===== config.mk =====
export PLATFORM = sky130hd
export DESIGN_NAME = cart_bus_glue
export DESIGN_NICKNAME = d
export VERILOG_FILES = /design/src/rtl/cbg_pkg.sv /design/src/rtl/cbg_window_dec.sv /design/src/rtl/cbg_openbus.sv /design/src/rtl/cbg_reg_merge.sv /design/src/rtl/cart_bus_glue.sv
export SDC_FILE = /design/constraint.sdc
export NUM_CORES = 1
export LEC_CHECK = 0
export BUFFER_PORTS_ARGS = -buffer_cell sky130_fd_sc_hd__buf_4
export CAP_MARGIN = 0
export CORE_MARGIN = 5
export CORE_UTILIZATION = 41
export DETAILED_ROUTE_END_ITERATION = 7
export PLACE_DENSITY = 0.81
export SETUP_SLACK_MARGIN = 0.15
export SYNTH_ARGS = -nofsm -noshare
export SYNTH_HDL_FRONTEND = slang
export SYNTH_SLANG_ARGS = --single-unit
export TNS_END_PERCENT = 20

===== constraint.sdc =====
create_clock -name clk -period 3.4 [get_ports clk]
set_input_delay 0 -clock clk [delete_from_list [all_inputs] [get_ports clk]]
set_output_delay 0 -clock clk [all_outputs]
set_load 0.01 [all_outputs]

===== src/rtl/cbg_pkg.sv =====
package cbg_pkg;
  localparam int ADDR_W = 16;
  localparam int DATA_W = 8;
  localparam int NREG   = 3;
  // Register slots, slot 0 in the low bits
  localparam logic [NREG*ADDR_W-1:0] REG_ADDRS = {16'h40D6, 16'h40D5, 16'h40D3};
  localparam logic [NREG*DATA_W-1:0] REG_MASKS = {8'hC0, 8'h3F, 8'h81};
  // Top three address bits of the two ROM windows
  localparam logic [2:0] WIN_LOW  = 3'b110;
  localparam logic [2:0] WIN_HIGH = 3'b111;
endpackage


===== src/rtl/cbg_window_dec.sv =====
module cbg_window_dec #(
  parameter int ADDR_W = 16
) (
  input  logic [ADDR_W-1:0] addr,
  input  logic              m2,
  input  logic              irom_en_n,
  output logic              ce_n_d,
  output logic              irom_d
);
  import cbg_pkg::*;
  logic [2:0] top3;
  logic in_low, in_high;

  assign top3    = addr[ADDR_W-1 -: 3];
  assign in_low  = (top3 == WIN_LOW);
  assign in_high = (top3 == WIN_HIGH);

  always_comb begin
    if (irom_en_n) begin
      ce_n_d = !(m2 && in_high);
      irom_d = 1'b0;
    end else begin
      ce_n_d = !(m2 && in_low);
      irom_d = m2 && in_high;
    end
  end
endmodule


===== src/rtl/cbg_openbus.sv =====
module cbg_openbus #(
  parameter int DATA_W = 8
) (
  input  logic              clk,
  input  logic              rst,
  input  logic              m2,
  input  logic [DATA_W-1:0] bus_in,
  output logic [DATA_W-1:0] ob_q,
  output logic              m2_q
);
  always_ff @(posedge clk) begin
    if (rst) begin
      ob_q <= '0;
      m2_q <= 1'b0;
    end else begin
      m2_q <= m2;
      if (m2 && !m2_q) ob_q <= bus_in;
    end
  end
endmodule


===== src/rtl/cbg_reg_merge.sv =====
module cbg_reg_merge #(
  parameter int ADDR_W = 16,
  parameter int DATA_W = 8,
  parameter int NREG   = 3,
  parameter logic [NREG*ADDR_W-1:0] ADDRS = '0,
  parameter logic [NREG*DATA_W-1:0] MASKS = '0
) (
  input  logic [ADDR_W-1:0]      addr,
  input  logic                   rw,
  input  logic [NREG*DATA_W-1:0] src_bits,
  input  logic [DATA_W-1:0]      ob,
  output logic [DATA_W-1:0]      rd_d
);
  logic [NREG-1:0]             hit;
  logic [NREG-1:0][DATA_W-1:0] merged;

  for (genvar i = 0; i < NREG; i++) begin : g_slot
    localparam logic [DATA_W-1:0] MSK = MASKS[i*DATA_W +: DATA_W];
    assign hit[i]    = rw && (addr == ADDRS[i*ADDR_W +: ADDR_W]);
    assign merged[i] = (src_bits[i*DATA_W +: DATA_W] & MSK) | (ob & ~MSK);
  end

  always_comb begin
    rd_d = ob;
    for (int i = 0; i < NREG; i++)
      if (hit[i]) rd_d = merged[i];
  end
endmodule


===== src/rtl/cart_bus_glue.sv =====
module cart_bus_glue #(
  parameter int ADDR_W = cbg_pkg::ADDR_W,
  parameter int DATA_W = cbg_pkg::DATA_W,
  parameter int NREG   = cbg_pkg::NREG
) (
  input  logic                   clk,
  input  logic                   rst,
  input  logic [ADDR_W-1:0]      addr,
  input  logic                   rw,
  input  logic                   m2,
  input  logic                   irom_en_n,
  input  logic [DATA_W-1:0]      bus_in,
  input  logic [NREG*DATA_W-1:0] src_bits,
  output logic                   rom_ce_n,
  output logic                   irom_sel,
  output logic [DATA_W-1:0]      rd_data
);
  logic              ce_n_d, irom_d;
  logic [DATA_W-1:0] ob_q, rd_d;
  logic              m2_q;

  cbg_window_dec #(.ADDR_W(ADDR_W)) u_dec (
    .addr(addr), .m2(m2), .irom_en_n(irom_en_n),
    .ce_n_d(ce_n_d), .irom_d(irom_d)
  );

  cbg_openbus #(.DATA_W(DATA_W)) u_ob (
    .clk(clk), .rst(rst), .m2(m2), .bus_in(bus_in),
    .ob_q(ob_q), .m2_q(m2_q)
  );

  cbg_reg_merge #(
    .ADDR_W(ADDR_W), .DATA_W(DATA_W), .NREG(NREG),
    .ADDRS(cbg_pkg::REG_ADDRS[NREG*ADDR_W-1:0]),
    .MASKS(cbg_pkg::REG_MASKS[NREG*DATA_W-1:0])
  ) u_merge (
    .addr(addr), .rw(rw), .src_bits(src_bits), .ob(ob_q), .rd_d(rd_d)
  );

  always_ff @(posedge clk) begin
    if (rst) begin
      rom_ce_n <= 1'b1;
      irom_sel <= 1'b0;
      rd_data  <= '0;
    end else begin
      rom_ce_n <= ce_n_d;
      irom_sel <= irom_d;
      rd_data  <= rd_d;
    end
  end
endmodule


==> results.sh <==
export IMPL_worstMarginPinSlew_ps=877.0
export IMPL_nNetsFinal=223
export IMPL_final_util=0.7919
export IMPL_rows=16
export IMPL_synth_compound_area_frac=0.1185
export IMPL_dieArea_um2=3004
export IMPL_swShare=0.2383
export IMPL_grtUsageTotal=0.2265
export IMPL_tns_ps=0
export IMPL_ys_seq_area_frac=0.4620
export IMPL_synth_top_family_by_area="simple AND/OR/NAND/NOR gates"
export IMPL_critPathCaptureType="flip-flop"
export IMPL_fin_crit_sh=0.6585
export IMPL_vias_per_cell=5.276
export IMPL_synthMuxAreaShare=0.09726
export IMPL_drcViolationCount=0
export IMPL_avgSynthCellArea_um2=9.148
export IMPL_wire_per_inst_um=15.01
export IMPL_regToRegStartpoint="u_ob.m2_q"
export IMPL_p_int_w=0.0003464
export IMPL_drive_gt1_frac=0.3018
export IMPL_area_delta_synth_final_pct=86.78
export IMPL_synth_xor_area_share=0.01064
export IMPL_synthAdderAreaFrac=0
export IMPL_switchingPower_w=0.0001084
export IMPL_min_period_ps=2239
export IMPL_place_inst=161
export IMPL_numCtsBuffers=3
export IMPL_power_density_nw_per_um2=295.7
export IMPL_slew_headroom=0.4141
export IMPL_startpoint="addr[15]"
export IMPL_synth_seq_cells=19
export IMPL_ir_drop_uv=341.3
export IMPL_grt_util_met1=0.2392
export IMPL_grt_pass1_wl_mm=4.740
export IMPL_syn_inst=90
export IMPL_required_ps=3580
export IMPL_p_clk_frac=0.245
export IMPL_io_pins=63
export IMPL_fp_dieW_um=54.81
export IMPL_critPathLaunchType="primary input"
export IMPL_clock_skew_ps=8.382
export IMPL_cts_root_buf="clkbuf_4"
export IMPL_drv_cap=0
export IMPL_postCtsResizedCells=0
export IMPL_cp_endpoint="rd_data[2]"
export IMPL_core_area_um2=1942
export IMPL_hold_viol_final=0
export IMPL_r2r_end="u_ob.ob_q[4]"
export IMPL_cts_sinks=19
export IMPL_finalSetupViolations=0
export IMPL_htreeDepth=1
export IMPL_drtIter0Drc=15
export IMPL_grt_busiest_layer="met2"
export IMPL_cp_arrival_ps=2420
export IMPL_postCtsSetupBuffers=0
export IMPL_grt_antenna_before_repair=0
export IMPL_max_freq_mhz=446.7
export IMPL_path_max_fanout=8
export IMPL_portBuffers=48
export IMPL_timing_hold_ws_ps=8.655
export IMPL_use_met3=0.06267
export IMPL_cts_max_path_buffers=2
export IMPL_dr_pass1_iters=4
export IMPL_final_cells=196
export IMPL_cts_clk_slew_worst_paths_ps=100
export IMPL_grt_max_degree=17
export IMPL_power_share_combinational=0.232
export IMPL_hold_class="primary input to flip-flop"
export IMPL_power_leakage_nw=0.6824
export IMPL_syn_nets=143
export IMPL_place_gp_congestion=0.7826
export IMPL_rr_worst_depth=4
export IMPL_r2r_slack_ps=1400
export IMPL_clk_latency_ps=300
export IMPL_criticalPathCategory="primary input to flip-flop"
export IMPL_die_h_um=54.81
export IMPL_synth_cell_types=26
export IMPL_wl_mm=2.942
export IMPL_rsz0062_at_grt="no"
export IMPL_ant_nets=0
export IMPL_stdcell_area_um2=1538
export IMPL_placed_area_um2=1201
export IMPL_power_frac_seq=0.523
export IMPL_start_util=0.4240
export IMPL_cts_tree="built"
export IMPL_gr_total_overflow=0
export IMPL_drv_slew=0
export IMPL_antenna_cells=0
export IMPL_outcome="complete, no violations"
export IMPL_vias=1034
export IMPL_grt_use_met2=0.4291
export IMPL_ys_warn_count=0
export IMPL_syn_area_um2=823.3
export IMPL_yosys_area_share_simple=0.2872
export IMPL_grt_pass1_vias=1032
export IMPL_dp_hpwl_mm=1.809
## per-layer routing
layer / wire length (um) / share of wire
met1: 1087 / 0.37
met2: 1610 / 0.55
met3: 190 / 0.065
met4: 55 / 0.019
met5: 0 / 0
## sequential cells by signal, summed over array words and instances (netlist names)
name	count
u_ob.ob_q	8
u_ob.m2_q	1
rd_data	8
rom_ce_n	1
irom_sel	1
## how the worst min path moves through the flow
stage | startpoint | endpoint | slack [ps] | cells past startpoint
2_1_floorplan | rst | rd_data[1] | 70 | 1
3_3_place_gp | irom_en_n | irom_sel | 180 | 2
3_5_place_dp | irom_en_n | irom_sel | 190 | 2
4_1_cts | m2 | u_ob.m2_q | 1 | 2
5_1_grt | src_bits[23] | rd_data[7] | 6 | 3
6_report | rst | u_ob.ob_q[7] | 9 | 2
## cell usage after synthesis (all sizes together)
cell,instances,area [um2]
nor2,8,30.03
nand4,8,50.05
nand2b,2,12.51
nor3,1,5.000
and4b,1,10.01
nor4bb,1,10.01
o21ai,8,40.04
or3,1,6.260
nor2b,4,25.02
nand2,1,3.750
or4b,1,10.01
nor4b,2,17.52
o31ai,2,15.01
inv,1,3.750
nor3b,1,7.510
a31oi,2,12.51
clkbuf,3,11.26
xnor2,1,8.760
dfxtp,19,380.4
nand4b,1,8.760
and3b,1,8.760
a21oi,6,30.03
mux2i,8,80.08
nand3,5,25.02
buf,1,5.000
and2,1,6.260
## cell usage in the layout, fill, tap and decap left out, types with 2 or more instances in the layout
master	count
nor2_1	8
mux2i_1	8
clkbuf_4	3
nand4_1	8
a31oi_1	2
nand2b_1	2
buf_4	48
nor2b_1	4
dfxtp_1	19
dlygate4sd3_1	31
a21oi_1	6
o21ai_1	8
nor4b_1	2
nand3_1	5
o31ai_1	2
## layout make-up
type / instances / area [um2]
well taps: 27 / 33.78
flip-flops and latches: 19 / 380.4
fillers: 117 / 404.1
inverters: 1 / 3.754
repair buffers: 79 / 670.6
multi-input cells: 66 / 422.9
clock buffers: 4 / 26.28
## logic make-up after synthesis
group / after synthesis
buffers and inverters: 5
multiplexers: 8
AND/OR/NAND/NOR: 39
XOR/XNOR: 1
flip-flops: 19
AO/OA/AOI/OAI: 18
## stage by stage
step / total power, W / setup WS, ps
global placement: 0.0003156 / 1964
finish: 0.0004548 / 1161
floorplan: 0.0002698 / 2191
CTS: 0.0004495 / 1292
detailed placement: 0.0003185 / 1908
global route: 0.0004745 / 1138
## critical path: stages
cell           delay, ps
dlygate4sd3_1        540
buf_4                150
nor4b_1              400
nand4_1              390
o21ai_1              290
a21oi_1               90
dlygate4sd3_1        560
## power groups by stage
stage                     registers (W)  clock network, W   logic, W
after floorplan                0.000243                 0  0.0000271
after global placement         0.000242                 0  0.0000739
after detailed placement       0.000242                 0  0.0000763
after CTS                      0.000237          0.000110   0.000102
after global routing           0.000238          0.000122   0.000114
final                          0.000238          0.000112   0.000105
## what timing repair did
item / 4_1_cts / 5_1_grt
hold buffers: 31 / 0
hold endpoints to repair: 17 / 0
endpoints found under the setup margin: 0 / 0
Note: power is estimated with default switching activity, not from simulation.
